`config.mk`:
```
export PLATFORM = sky130hd
export DESIGN_NAME = wp_guard
export DESIGN_NICKNAME = d
export VERILOG_FILES = /design/src/rtl/wpg_pkg.sv /design/src/rtl/wpg_mode_fsm.sv /design/src/rtl/wpg_status_reg.sv /design/src/rtl/wpg_block_decode.sv /design/src/rtl/wp_guard.sv
export SDC_FILE = /design/constraint.sdc
export NUM_CORES = 1
export LEC_CHECK = 0
export BUFFER_PORTS_ARGS = -buffer_cell sky130_fd_sc_hd__buf_2
export CAP_MARGIN = 20
export CORE_AREA = 5 5 42 44
export DETAILED_ROUTE_END_ITERATION = 6
export DIE_AREA = 0 0 47 49
export HOLD_SLACK_MARGIN = 0.12
export SETUP_SLACK_MARGIN = 0.2
export SLEW_MARGIN = 20
export SYNTH_ARGS = -nofsm -noshare
export SYNTH_HDL_FRONTEND = slang
export SYNTH_HIERARCHICAL = 1
export SYNTH_SLANG_ARGS = --single-unit
```
`constraint.sdc`:
```
create_clock -name clk -period 1.4 [get_ports clk]
set_input_delay 0.07 -clock clk [delete_from_list [all_inputs] [get_ports clk]]
set_output_delay 0.07 -clock clk [all_outputs]
set_load 0.005 [all_outputs]
```
`src/rtl/wpg_pkg.sv`:
```
package wpg_pkg;

    typedef enum logic [0:0] {
        SOFT = 1'b0,
        HARD = 1'b1
    } prot_mode_e;

    localparam int SRWD_BIT = 7;
    localparam int BPH_BIT  = 3;
    localparam int BPL_BIT  = 2;
    localparam int WEL_BIT  = 1;

endpackage

```
`src/rtl/wpg_mode_fsm.sv`:
```
module wpg_mode_fsm
    import wpg_pkg::*;
(
    input  logic       clk,
    input  logic       rst_n,
    input  logic       cs_start,
    input  logic       wp_n,
    input  logic       srwd,
    output prot_mode_e mode,
    output logic       hw_lock
);

    prot_mode_e state_q, state_d;

    // state register
    always_ff @(posedge clk or negedge rst_n) begin
        if (!rst_n) state_q <= SOFT;
        else        state_q <= state_d;
    end

    // next state: pin level only counts at a command start
    always_comb begin
        state_d = state_q;
        unique case (state_q)
            SOFT: if (cs_start && !wp_n && !srwd) state_d = HARD; // SOFT_TO_HARD
            HARD: if (cs_start && wp_n)           state_d = SOFT; // HARD_TO_SOFT
            default: state_d = SOFT;
        endcase
    end

    // outputs
    always_comb begin
        mode    = state_q;
        hw_lock = 1'b0;
        unique case (state_q)
            SOFT: hw_lock = 1'b0;
            HARD: hw_lock = 1'b1;
            default: hw_lock = 1'b1;
        endcase
    end

endmodule

```
`src/rtl/wpg_status_reg.sv`:
```
module wpg_status_reg
    import wpg_pkg::*;
(
    input  logic       clk,
    input  logic       rst_n,
    input  logic       cmd_wren,
    input  logic       cmd_wrdi,
    input  logic       cmd_wrsr,
    input  logic [7:0] wrsr_data,
    input  logic       hw_lock,
    output logic       wel,
    output logic       srwd,
    output logic [1:0] bp,
    output logic       sr_write_ok
);

    logic unused_data_bits;
    assign unused_data_bits = ^{wrsr_data[6:4], wrsr_data[1:0]};

    assign sr_write_ok = wel && !hw_lock;

    // write-enable latch; disable has priority
    always_ff @(posedge clk or negedge rst_n) begin
        if (!rst_n)        wel <= 1'b0;
        else if (cmd_wrdi) wel <= 1'b0;
        else if (cmd_wren) wel <= 1'b1;
    end

    // protection fields
    always_ff @(posedge clk or negedge rst_n) begin
        if (!rst_n) begin
            srwd <= 1'b0;
            bp   <= 2'b00;
        end else if (cmd_wrsr && sr_write_ok) begin
            srwd <= wrsr_data[SRWD_BIT];
            bp   <= wrsr_data[BPH_BIT:BPL_BIT];
        end
    end

endmodule

```
`src/rtl/wpg_block_decode.sv`:
```
module wpg_block_decode #(
    parameter int ADDR_W = 19
) (
    input  logic [ADDR_W-1:0] addr,
    input  logic [1:0]        bp,
    output logic              locked
);

    localparam int TOP = ADDR_W - 1;

    logic in_top_half, in_top_quarter;

    generate
        if (ADDR_W >= 2) begin : g_wide
            assign in_top_half    = addr[TOP];
            assign in_top_quarter = addr[TOP] & addr[TOP-1];
        end else begin : g_narrow
            assign in_top_half    = addr[0];
            assign in_top_quarter = addr[0];
        end
    endgenerate

    always_comb begin
        unique case (bp)
            2'b00: locked = 1'b0;
            2'b01: locked = in_top_quarter;
            2'b10: locked = in_top_half;
            2'b11: locked = 1'b1;
            default: locked = 1'b1;
        endcase
    end

endmodule

```
`src/rtl/wp_guard.sv`:
```
module wp_guard
    import wpg_pkg::*;
#(
    parameter int ADDR_W = 19
) (
    input  logic              clk,
    input  logic              rst_n,
    input  logic              cs_start,
    input  logic              wp_n,
    input  logic              cmd_wren,
    input  logic              cmd_wrdi,
    input  logic              cmd_wrsr,
    input  logic [7:0]        wrsr_data,
    input  logic [ADDR_W-1:0] wr_addr,
    output logic [7:0]        status_byte,
    output logic              stat_wr_ok,
    output logic              arr_wr_ok
);

    prot_mode_e mode_q;
    logic       hw_lock, wel, srwd, locked;
    logic [1:0] bp;

    wpg_mode_fsm i_fsm (
        .clk      (clk),
        .rst_n    (rst_n),
        .cs_start (cs_start),
        .wp_n     (wp_n),
        .srwd     (srwd),
        .mode     (mode_q),
        .hw_lock  (hw_lock)
    );

    wpg_status_reg i_sr (
        .clk         (clk),
        .rst_n       (rst_n),
        .cmd_wren    (cmd_wren),
        .cmd_wrdi    (cmd_wrdi),
        .cmd_wrsr    (cmd_wrsr),
        .wrsr_data   (wrsr_data),
        .hw_lock     (hw_lock),
        .wel         (wel),
        .srwd        (srwd),
        .bp          (bp),
        .sr_write_ok (stat_wr_ok)
    );

    wpg_block_decode #(.ADDR_W(ADDR_W)) i_dec (
        .addr   (wr_addr),
        .bp     (bp),
        .locked (locked)
    );

    always_comb begin
        status_byte          = 8'h00;
        status_byte[SRWD_BIT] = srwd;
        status_byte[BPH_BIT]  = bp[1];
        status_byte[BPL_BIT]  = bp[0];
        status_byte[WEL_BIT]  = wel;
    end

    assign arr_wr_ok = wel && !locked;

endmodule

```
# == Yosys cells after proc, flatten, opt, wreduce, memory -nomap -nowiden ==
# Cells that the tools add are included.
# totals
latchBits,0
romBits,0
register_bits,5
memories,0
ram_bits,0
word_cells,28
# op_classes
n_bitwise,2
n_mul,0
n_addsub,0
n_div,0
eq_ne,3
n_reduce_logical,12
shift,0
order_cmp,0
mux,7
# op_table
operator,n
$logic_and 1x1->1,6
$eq 2x2->1 const B,2
$logic_not 1->1,4
$mux 1,4
$pmux 1 s2,2
$pmux 1 s4,1
$eq 2x1->1 const B,1
$logic_not 2->1,1
$reduce_bool 2->1,1
$and 1x1->1,1
$not 1->1,1

# == Depth between registers and ports, before layout ==
# depth
word_depth,5
depth_mapped,3
mapped_depth_nobuf,3

# == By module ==
# Netlist, hierarchy kept.
# modules_own_cells
module,area_per_inst_um2,cells_per_inst,n_inst
wpg_status_reg,178.9,11,1
wp_guard,62.6,8,1
wpg_mode_fsm,47.5,4,1
wpg_block_decode,13.8,3,1

# == Least setup slack after synthesis ==
# No wires, ideal clock.
# synth_path
path_kind,reg2reg
from,reg i_fsm.state_q (netlist: i_fsm/mode)
to,reg i_sr.bp[0]
setup_slack_ps,423
setup_ps,125
t_arrival_ps,852
path_buffers,0
path_stages_with_launch,3
required_time_ps,1275
path_cell_list,dfrtp_1 -> nand3b_4 -> mux2_4
# synth_via
elab_chain_len,5
# synth_lines
element,line_no,rtl
"start, declared",wpg_mode_fsm.sv:13,"prot_mode_e state_q, state_d;"
"start signal, assigned",wpg_mode_fsm.sv:18,else state_q <= state_d;
$not 1->1,wpg_mode_fsm.sv:35,unique case (state_q)
$pmux 1 s2 (*),wpg_mode_fsm.sv:35,
$logic_not 1->1 (*),wpg_status_reg.sv:20,assign sr_write_ok = wel && !hw_lock;
$logic_and 1x1->1 (*),wpg_status_reg.sv:20,
$logic_and 1x1->1 (*),wpg_status_reg.sv:34,end else if (cmd_wrsr && sr_write_ok) begin
"end signal, assigned",wpg_status_reg.sv:36,bp <= wrsr_data[BPH_BIT:BPL_BIT];
"end, declared",wpg_status_reg.sv:13,"output logic [1:0] bp,"
# Mark *: on every way between the ends. The rest lies on a longest branch, timed or not.
# A chain may end at the register's enable or synchronous reset.

# == Worst setup path after layout ==
# layout_path
from,reg i_sr.bp[0]
to,out arr_wr_ok
# layout_via
elab_chain_len,4
# layout_lines
element,line_no,rtl
"$eq 2x2->1, or another cell as far along",wpg_block_decode.sv:24,unique case (bp)
$pmux 1 s4 (*),wpg_block_decode.sv:24,
via locked,wp_guard.sv:21,"logic hw_lock, wel, srwd, locked;"
$logic_not 1->1 (*),wp_guard.sv:62,assign arr_wr_ok = wel && !locked;
$logic_and 1x1->1 (*),wp_guard.sv:62,
"end, declared",wp_guard.sv:17,output logic arr_wr_ok
# Mark *: on every way through the listed nets, which the timed path passes. The rest lies on a longest branch.

==> flow_summary.json <==
{
  "ios": 44,
  "period_needed_ns": 1.13,
  "post-route-util_pct": 34.3,
  "drt_iter0_drc": 1,
  "clk_pin_slew_worst_paths_ns": 0.05,
  "die_h_um": 49,
  "fillerInstances": 152,
  "insertion_delay_ns": 0.24,
  "worstPathRequired_ns": 1.33,
  "clockBufferDepth": 2,
  "numCtsBuffers": 3,
  "io_buffers": 17,
  "drc": 0,
  "antenna_found_initial": 0,
  "grt_util_all_layers_pct": 5.80,
  "crit_type": "reg2out",
  "max_freq_mhz": 886,
  "grt_max_degree": 6,
  "wl_um": 653,
  "fin_area_um2": 480,
  "grt_overflow": 0,
  "stdcell_count": 68,
  "cts-root-buf": "clkbuf_4",
  "cap_violations": 0,
  "max-vdd-ir-drop_mv": 0.483,
  "rows": 14,
  "via_count": 258,
  "multiInputGateArea_um2": 136,
  "rsz0062_at_grt": "false",
  "grt_pass1_wl_um": 903,
  "die_x_um": 47,
  "syn-cell-area_um2": 295,
  "yosys_warnings": 6,
  "layout-drive-gt1-share_pct": 50.0,
  "start_util_pct": 21.1,
  "synth.avg_cell_area_um2": 11.8,
  "gp_congestion": 0.612,
  "nets": 87,
  "whs_ns": 0.172,
  "diodes": 0,
  "fin_tns_setup_ns": 0,
  "register_area_um2": 125,
  "worst_setup_path_start_kind": "flop",
  "final_max_slew_viol_count": 0,
  "antenna_left": 0,
  "power_density_nw_per_um2": 1270,
  "critical_path.max_fanout": 4,
  "cp.arrival_ns": 1.06,
  "dp.cells": 55,
  "firstDrtPassIters": 2,
  "hold_viol_final": 0,
  "tritoncts": "yes",
  "areaGrowthSynthToFinish_pct": 62.7,
  "synthCells": 25,
  "crit_path_end_kind": "output port",
  "setup_viol": 0,
  "wire_per_inst_um": 9.60,
  "hold_path.class": "in2async",
  "dieArea_um2": 2300,
  "cts_sinks": 5,
  "finalCritPeriodShare_pct": 80.6,
  "grt_pass1_vias": 229,
  "place_area_um2": 367,
  "skew_ns": 0.00212,
  "via_per_inst": 3.79,
  "status": "complete, no violations",
  "htree_levels": 1,
  "cts_resized": 0,
  "leakage_nw": 0.265,
  "core-area_um2": 1400
}
[sequential cells by signal, indices dropped and copies added (netlist names)]
register and count:
i_sr/srwd 1, i_sr/wel 1, i_sr/bp 2, i_fsm/mode 1
[placed cells by master (no fill, tap or decap), types with 2 or more instances in the layout]
cell,count
dlygate4sd3_1,8
conb_1,4
mux2_4,3
buf_2,17
dfrtp_1,5
nor2_1,2
clkbuf_4,3
nor2b_1,2
[worst max-delay path: stages (launching register included)]
cell	delay, ns
dfrtp_1	0.40
o21ai_1	0.12
nand2_1	0.09
nor2b_4	0.10
buf_2	0.11
[metal layers]
metal | vias up | global-route usage (%) | part of all wire (%)
met5 | - | 0 | 0
met4 | 0 | 5.53 | 0
met3 | 0 | 2.95 | 17
met2 | 16 | 7.47 | 41
met1 | 115 | 6.46 | 42
li1 | 127 | - | -
[area by class of cell]
| class | count | share of cell area (%) |
|---|---|---|
| clock buffer | 4 | 5.47 |
| multi-input combinational | 17 | 28.4 |
| sequential | 5 | 26.0 |
| tap | 16 | 4.17 |
| timing repair buffer | 26 | 35.9 |
[per-stage QoR]
step / power [mW] / setup WS [ns]
after floorplan: 0.364 / 0.440
after global placement: 0.412 / 0.396
after detailed placement: 0.415 / 0.394
after CTS: 0.610 / 0.234
after global routing: 0.651 / 0.204
final: 0.609 / 0.271
[where the power goes]
group	internal [mW]	leakage, nW	switching, mW
registers	0.190	0.0598	0.0375
clock network	0.108	0.0150	0.0602
logic	0.146	0.191	0.0670
[path summary, 6_finish.rpt]
path / slack (ns) / start / cells after the start / to
min in group clk: 0.22 / cmd_wrsr / 3 / i_sr/bp[0]
setup / recovery: 0.27 / i_sr/bp[0] / 4 / arr_wr_ok
setup reg to reg: 0.40 / i_fsm/mode / 2 / i_sr/srwd
hold / removal: 0.17 / rst_n / 2 / i_sr/bp[0]
hold reg to reg: 0.53 / i_sr/srwd / 1 / i_sr/srwd
max in group asynchronous: 1.09 / rst_n / 2 / i_sr/wel
[repair_timing]
action | CTS | global route
hold endpoints to repair | 10 | 0
endpoints found under the setup margin | 0 | 1
setup buffers | 0 | 1
hold buffers | 8 | 0
Note: power is estimated with default switching activity, not from simulation.
